[config.mk]
export PLATFORM = sky130hd
export DESIGN_NAME = cewp_guard
export DESIGN_NICKNAME = d
export VERILOG_FILES = /design/src/rtl/cewp_pkg.sv /design/src/rtl/cewp_sync.sv /design/src/rtl/cewp_timer.sv /design/src/rtl/cewp_fsm.sv /design/src/rtl/cewp_guard.sv
export SDC_FILE = /design/constraint.sdc
export NUM_CORES = 1
export LEC_CHECK = 0
export CORE_AREA = 2 2 39 41
export CTS_CLUSTER_DIAMETER = 40
export DETAILED_ROUTE_END_ITERATION = 7
export DIE_AREA = 0 0 41 43
export GPL_ROUTABILITY_DRIVEN = 0
export SYNTH_ARGS = -nofsm -noshare
export SYNTH_HDL_FRONTEND = slang
export SYNTH_SLANG_ARGS = --single-unit
export TNS_END_PERCENT = 1
[constraint.sdc]
create_clock -name clk -period 1.5 [get_ports clk]
set_clock_uncertainty 0.15 [all_clocks]
set_input_delay 0.45 -clock clk [delete_from_list [all_inputs] [get_ports clk]]
set_output_delay 0.45 -clock clk [all_outputs]
set_load 0.005 [all_outputs]
[src/rtl/cewp_pkg.sv]
package cewp_pkg;
  typedef enum logic [1:0] {
    ST_PASS = 2'd0,  // enable tracks the processor
    ST_HOLD = 2'd1,  // fail seen during an access, letting it finish
    ST_LOCK = 2'd2   // enable forced inactive
  } cewp_state_e;
endpackage

[src/rtl/cewp_sync.sv]
module cewp_sync #(
  parameter int STAGES = 2
) (
  input  logic clk,
  input  logic rst_n,
  input  logic d,
  output logic q
);
  generate
    if (STAGES <= 1) begin : g_single
      logic s_q;
      logic s_d;
      always_comb s_d = d;
      always_ff @(posedge clk or negedge rst_n) begin
        if (!rst_n) s_q <= 1'b0;
        else        s_q <= s_d;
      end
      assign q = s_q;
    end else begin : g_chain
      logic [STAGES-1:0] sr_q;
      logic [STAGES-1:0] sr_d;
      always_comb sr_d = {sr_q[STAGES-2:0], d};
      always_ff @(posedge clk or negedge rst_n) begin
        if (!rst_n) sr_q <= '0;
        else        sr_q <= sr_d;
      end
      assign q = sr_q[STAGES-1];
    end
  endgenerate
endmodule

[src/rtl/cewp_timer.sv]
module cewp_timer #(
  parameter int CYCLES = 8
) (
  input  logic clk,
  input  logic rst_n,
  input  logic load,
  input  logic run,
  output logic expired
);
  localparam int W = (CYCLES > 1) ? $clog2(CYCLES) : 1;
  localparam logic [W-1:0] START = W'(CYCLES - 1);

  logic [W-1:0] cnt_q;
  logic [W-1:0] cnt_d;
  logic         cnt_en;

  always_comb begin
    cnt_en = load | (run & (cnt_q != '0));
    cnt_d  = load ? START : (cnt_q - 1'b1);
  end

  always_ff @(posedge clk or negedge rst_n) begin
    if (!rst_n)      cnt_q <= '0;
    else if (cnt_en) cnt_q <= cnt_d;
  end

  assign expired = (cnt_q == '0);
endmodule

[src/rtl/cewp_fsm.sv]
module cewp_fsm
  import cewp_pkg::*;
(
  input  logic clk,
  input  logic rst_n,
  input  logic ce_in_n,
  input  logic fail_s,
  input  logic expired,
  output logic load,
  output logic run,
  output logic ce_out_n,
  output logic protect
);
  cewp_state_e state_q;
  cewp_state_e state_d;

  always_comb begin
    state_d = state_q;
    load    = 1'b0;
    unique case (state_q)
      ST_PASS: begin
        if (fail_s) begin
          if (!ce_in_n) begin
            state_d = ST_HOLD;
            load    = 1'b1;
          end else begin
            state_d = ST_LOCK;
          end
        end
      end
      ST_HOLD: begin
        if (!fail_s)      state_d = ST_PASS;
        else if (ce_in_n) state_d = ST_LOCK;
        else if (expired) state_d = ST_LOCK;
      end
      ST_LOCK: begin
        if (!fail_s) state_d = ST_PASS;
      end
      default: state_d = ST_PASS;
    endcase
  end

  always_ff @(posedge clk or negedge rst_n) begin
    if (!rst_n) state_q <= ST_PASS;
    else        state_q <= state_d;
  end

  // In a hold the held level is low and it ends as soon as the input rises,
  // so the output equals the input there as in pass mode.
  always_comb begin
    run      = (state_q == ST_HOLD);
    protect  = (state_q == ST_LOCK);
    ce_out_n = protect ? 1'b1 : ce_in_n;
  end
endmodule

[src/rtl/cewp_guard.sv]
module cewp_guard #(
  parameter int HOLD_CYCLES = 8,
  parameter int SYNC_STAGES = 2
) (
  input  logic clk,
  input  logic rst_n,
  input  logic ce_in_n,
  input  logic pwr_fail,
  output logic ce_out_n,
  output logic protect
);
  logic rst_meta_q;
  logic rst_sync_n;
  logic fail_sync;
  logic tmr_load;
  logic tmr_run;
  logic tmr_expired;

  // asynchronous assert, synchronous release
  always_ff @(posedge clk or negedge rst_n) begin
    if (!rst_n) begin
      rst_meta_q <= 1'b0;
      rst_sync_n <= 1'b0;
    end else begin
      rst_meta_q <= 1'b1;
      rst_sync_n <= rst_meta_q;
    end
  end

  cewp_sync #(.STAGES(SYNC_STAGES)) u_sync (
    .clk   (clk),
    .rst_n (rst_sync_n),
    .d     (pwr_fail),
    .q     (fail_sync)
  );

  cewp_timer #(.CYCLES(HOLD_CYCLES)) u_timer (
    .clk     (clk),
    .rst_n   (rst_sync_n),
    .load    (tmr_load),
    .run     (tmr_run),
    .expired (tmr_expired)
  );

  cewp_fsm u_fsm (
    .clk      (clk),
    .rst_n    (rst_sync_n),
    .ce_in_n  (ce_in_n),
    .fail_s   (fail_sync),
    .expired  (tmr_expired),
    .load     (tmr_load),
    .run      (tmr_run),
    .ce_out_n (ce_out_n),
    .protect  (protect)
  );
endmodule

**Word level (Yosys, flattened, before mapping)**

Index checks and enable logic that the tools add are counted.

- Bits in registers: 9
- Latch bits: 0
- Memory bits (writable): 0
- ROM bits: 0
- Input bits: 4
- Output and inout port bits: 2
- Word-level logic and storage cells: 29
- Memories: 0

- Add/subtract/negate cells: 1
- Multipliers: 0
- Div/mod/pow operators: 0
- Magnitude comparators: 0
- Eq/ne operators: 5
- Shifts and indexed selects: 0
- Multiplexer cells: 12
- Bitwise logic cells: 2
- Reduce and logical (&&, ||, !) cells: 4

Operators with widths:

| kind | number |
|---|---|
| two-way mux 2 bit | 6 |
| case mux 2 bit (3 select lines) | 1 |
| two-way mux 1 bit | 4 |
| inequality test 4 bit, second input constant | 1 |
| logical NOT 3 bit | 1 |
| two-way mux 3 bit | 1 |
| AND reduction 3 bit | 1 |
| nonzero test 3 bit | 1 |
| subtractor 3 x 1 -> 3 bit, second input constant | 1 |
| == test 2 x 1 -> 1 bit, second input constant | 1 |
| == test 2 bit, second input constant | 1 |
| logical NOT 2 bit | 1 |
| inequality test 2 x 1 -> 1 bit, second input constant | 1 |
| inequality test 2 bit, second input constant | 1 |
| AND 1 bit | 1 |
| OR 1 bit | 1 |

**Longest topological paths before layout**

- Word-level depth: 5
- Mapped depth: 6
- Depth with buffers taken out: 6

**Cells and area by module**

From an unflattened synthesis, not the netlist that was laid out.

- Cell total of the unflattened synthesis: 34
- Area total of the unflattened synthesis: 400.4 µm²

By module, submodules not included:

| module | times used | cells each | area each (µm²) |
|---|---|---|---|
| cewp_timer | 1 | 18 | 180.2 |
| cewp_fsm | 1 | 11 | 116.4 |
| cewp_guard | 1 | 3 | 53.8 |
| cewp_sync | 1 | 2 | 50.0 |

**Least setup slack after synthesis**

OpenSTA, ideal clock, no wires.

- Path type: register to output
- Start point: register u_fsm.state_q[1]
- End point: output ce_out_n
- Data arrival time: 0.845 ns
- Required time: 0.900 ns
- Setup slack: 0.055 ns
- Stages on the path, launching flop included: 3
- Path through: dfrtp_1 -> nor2b_1 -> or2_2

- Longest elaborated chain between the ends: 2

RTL lines:

| item | line | text |
|---|---|---|
| start: declaration | cewp_fsm.sv:14 | `cewp_state_e state_q;` |
| start signal: assignment | cewp_fsm.sv:45 | `else state_q <= state_d;` |
| == test 2 bit | cewp_fsm.sv:52 | `protect = (state_q == ST_LOCK);` |
| net protect | cewp_guard.sv:10 | `output logic protect` |
| two-way mux 1 bit | cewp_fsm.sv:53 | `ce_out_n = protect ? 1'b1 : ce_in_n;` |
| end: declaration | cewp_guard.sv:9 | `output logic ce_out_n,` |

The timed path passes the listed nets, and every way through them passes these cells.

**Worst setup path in the final report**

- Start point: register u_fsm.state_q[1]
- End point: output ce_out_n

- Longest elaborated chain between the ends: 2

RTL lines:

| item | line |
|---|---|
| == test 2 bit | cewp_fsm.sv:52 |
| two-way mux 1 bit | cewp_fsm.sv:53 |

No other way between the ends.

==> results by group <==
Drt
  • DRC: 0
  • TritonRoute pass-1 iters: 2
  • Vias: 282
  • WL/cell: 9.71 um
  • DR vias/cell: 4.48
  • Post-route antenna net violation count: 0
  • 1st-iter DRT viols: 1
  • Post-Route WL: 612 um

Clock network
  • Num CTS Buffers: 3
  • CTS tree: done
  • Clk slew on worst S/H paths: 60 ps
  • Clock buffer depth: 2
  • # clock sinks: 9
  • CTS H-tree depth: 1
  • Root buffer cell: clkbuf_4
  • Skew-Pair Late Insertion Delay: 250 ps

Timing
  • Final min period: 1690 ps
  • Final hold violation count: 0
  • Setup Viol. Count Final: 2
  • Hold_ws: 192 ps
  • RSZ-0062 raised after global routing: true
  • Final number of max-transition violations: 0
  • Period Utilization, post-route: 113%
  • Sum Neg Setup Slack: -305 ps
  • Max Clk Rate: 591 MHz
  • Setup slack after layout: -191 ps

Floorplan
  • IO Pins: 6
  • Die area: 0.00176 mm2
  • Initial Util: 27.4%
  • Core Area: 0.00138 mm2
  • Cell Rows: 14
  • Vert. Die Dim: 43 um
  • Chip Width: 41 um

Power and ir drop
  • Sequential power share: 50.4%
  • P_sw: 0.133 mW
  • Pint: 0.418 mW
  • Sw Ratio: 24.2%
  • Part of the power in combinational logic: 16.6%
  • Clock Power Share: 33.0%
  • Lkg Pwr: 0.254 nW
  • PwrDens: 1050 mW/mm2
  • Worst vdd ir: 0.000422 V

GRT
  • First-pass GRT wire length: 1070 um
  • GR Util All Layers: 9.57%
  • Initial antenna violation count: 0
  • Vias in the first global route: 283
  • Total grt overflow: 0
  • Largest net degree at the start of global routing: 10

Setup path
  • Critical path launch point type: flip-flop
  • Max FO, Critical Path: 2
  • WP data required: 900 ps
  • Crit path kind: flip-flop to output pin
  • CP Cell Sequence: nor2b_4 > or2_4 > buf_6
  • Worst path max stage delay: 380 ps
  • CP max-delay cell: dfrtp_1
  • Kind of end point of the critical path: output pin
  • Critical Path AT: 1090 ps

Layout
  • Design Area, Final: 527 um2
  • Core Util, Final: 38.1%
  • Share of cells above drive strength 1: 27.7%
  • Fill count: 139
  • Syn-to-layout area delta: 38.9%
  • Layout Cells excl Fill: 63
  • Nets: 54
  • Antenna diode count: 0

Synth
  • Area share of the largest cell type after synthesis: 59.4%
  • Area contributors post-synth: dfrtp_1 59%, ha_1 6.6%, nor3b_2 3.3%
  • Synthesized area per cell: 11.2 um2
  • Syn Std Cell Area: 379 um2
  • Sequential area share after synthesis: 59.4%
  • Yosys warns: 0
  • Synth Instances: 34
  • Post-synth cell types: 19
  • Synthesized flop and latch total: 9
  • Syn nets: 40
  • Top cell type by total area after synthesis: dfrtp_1

Status
  • Failing checks: setup timing
  • Outcome: complete, but fails checks

Run
  • Max-Cap Viols: 0

Min path
  • Tightest Hold Check Type: flip-flop to flip-flop

Place
  • # port buffers: 5
  • Cell Area, Placed: 467 um2
  • Post-DP HPWL: 450 um
  • Number of cells after detailed placement: 57
[cell families after synthesis]
| family | Yosys count | share of synthesized area [%] |
|---|---|---|
| buf+inv | 4 | 4.29 |
| other cells | 1 | 0.989 |
| flops | 9 | 59.4 |
| compound gates | 6 | 9.90 |
| simple gates | 12 | 18.8 |
| fa+ha+maj | 2 | 6.60 |
[flip-flops by register name (all words and copies together), names as in the netlist]
name                 flops
u_timer.cnt_q            3
u_fsm.state_q            2
u_sync.g_chain.sr_q      2
rst_meta_q               1
rst_sync_n               1
[routing by layer]
| metal | vias to the layer above | track usage [%] | wire length, um |
|---|---|---|---|
| met5 | - | 0 | 0 |
| met4 | 0 | 8.00 | 0 |
| met3 | 0 | 3.14 | 30 |
| met2 | 6 | 13.1 | 303 |
| met1 | 135 | 11.4 | 277 |
| li1 | 141 | - | - |
[area by class of cell]
type	instances	area (um2)	area share [%]
tap	16	20.0	3.80
clock buffer	4	26.3	4.99
inverter	3	11.3	2.14
timing repair buffer	10	88.8	16.9
sequential	9	225	42.8
multi-input combinational	21	155	29.5
[cell usage in the layout (no fill, tap or decap)]
master | synthesis | routed
dlygate4sd2_1 | 0 | 2
clkdlybuf4s50_1 | 0 | 2
clkbuf_1 | 0 | 1
ha_1 | 2 | 1
or2_4 | 0 | 1
o21ai_1 | 0 | 1
nor2_1 | 1 | 1
dlygate4sd3_1 | 0 | 1
nor2_4 | 0 | 1
nor2b_4 | 0 | 1
o21ai_0 | 2 | 1
nand2_1 | 3 | 3
a311oi_1 | 1 | 1
a21oi_1 | 2 | 2
nor3b_1 | 1 | 1
a32oi_1 | 1 | 1
nor3_1 | 1 | 1
and3_1 | 1 | 1
ha_2 | 0 | 1
buf_6 | 0 | 1
clkbuf_4 | 0 | 3
buf_4 | 0 | 4
inv_1 | 3 | 3
dfrtp_1 | 9 | 9
conb_1 | 1 | 1
nor3b_2 | 1 | 1
and2_1 | 1 | 1
[stage by stage]
stage               power [mW]  setup WS [ps]
finish                   0.551           -191
global route             0.597           -240
CTS                      0.561           -205
detailed placement       0.364           -691
global placement         0.361           -689
floorplan                0.327           54.9
[synthesized netlist by cell type]
cell      n
dfrtp_1   9
conb_1    1
and2_1    1
nand2_1   3
a21oi_1   2
and3_1    1
nor3_1    1
a32oi_1   1
inv_1     3
nor2_1    1
nor2_2    1
nor3b_2   1
a311oi_1  1
nor3b_1   1
or2_2     1
nor2b_1   1
buf_2     1
ha_1      2
o21ai_0   2
[critical path, delay by kind of cell, from the launching register on]
family	cells	cell delay, ps
buffers and inverters	1	110
DFF	1	380
and+or+nand+nor	2	350
[power by group through the flow]
stage          combinational (mW)  sequential (mW)  clock, mW
2_1_floorplan              0.0445            0.283          0
3_3_place_gp               0.0771            0.284          0
3_5_place_dp               0.0780            0.286          0
4_1_cts                    0.0906            0.278      0.192
5_1_grt                     0.106            0.280      0.211
6_report                   0.0914            0.278      0.182
[worst paths after layout]
path	endpoint	slack, ps	start	cells past startpoint
max in group asynchronous	u_fsm.state_q[1]	440	rst_sync_n	1
min in group asynchronous	rst_sync_n	200	rst_n	1
hold / removal	rst_sync_n	190	rst_meta_q	0
setup reg to reg	u_timer.cnt_q[2]	50	u_timer.cnt_q[1]	6
hold reg to reg	rst_sync_n	190	rst_meta_q	0
setup / recovery	ce_out_n	-190	u_fsm.state_q[1]	3
[timing repair]
item                                    4_1_cts  5_1_grt
hold buffers                                  1        0
endpoints found under the setup margin        5        5
gates resized for setup                      11        2
endpoints found under the hold margin         7        0
pin swaps                                     0        1
buffers inserted                              1        0
No activity file was read; power rests on OpenSTA's default activity.
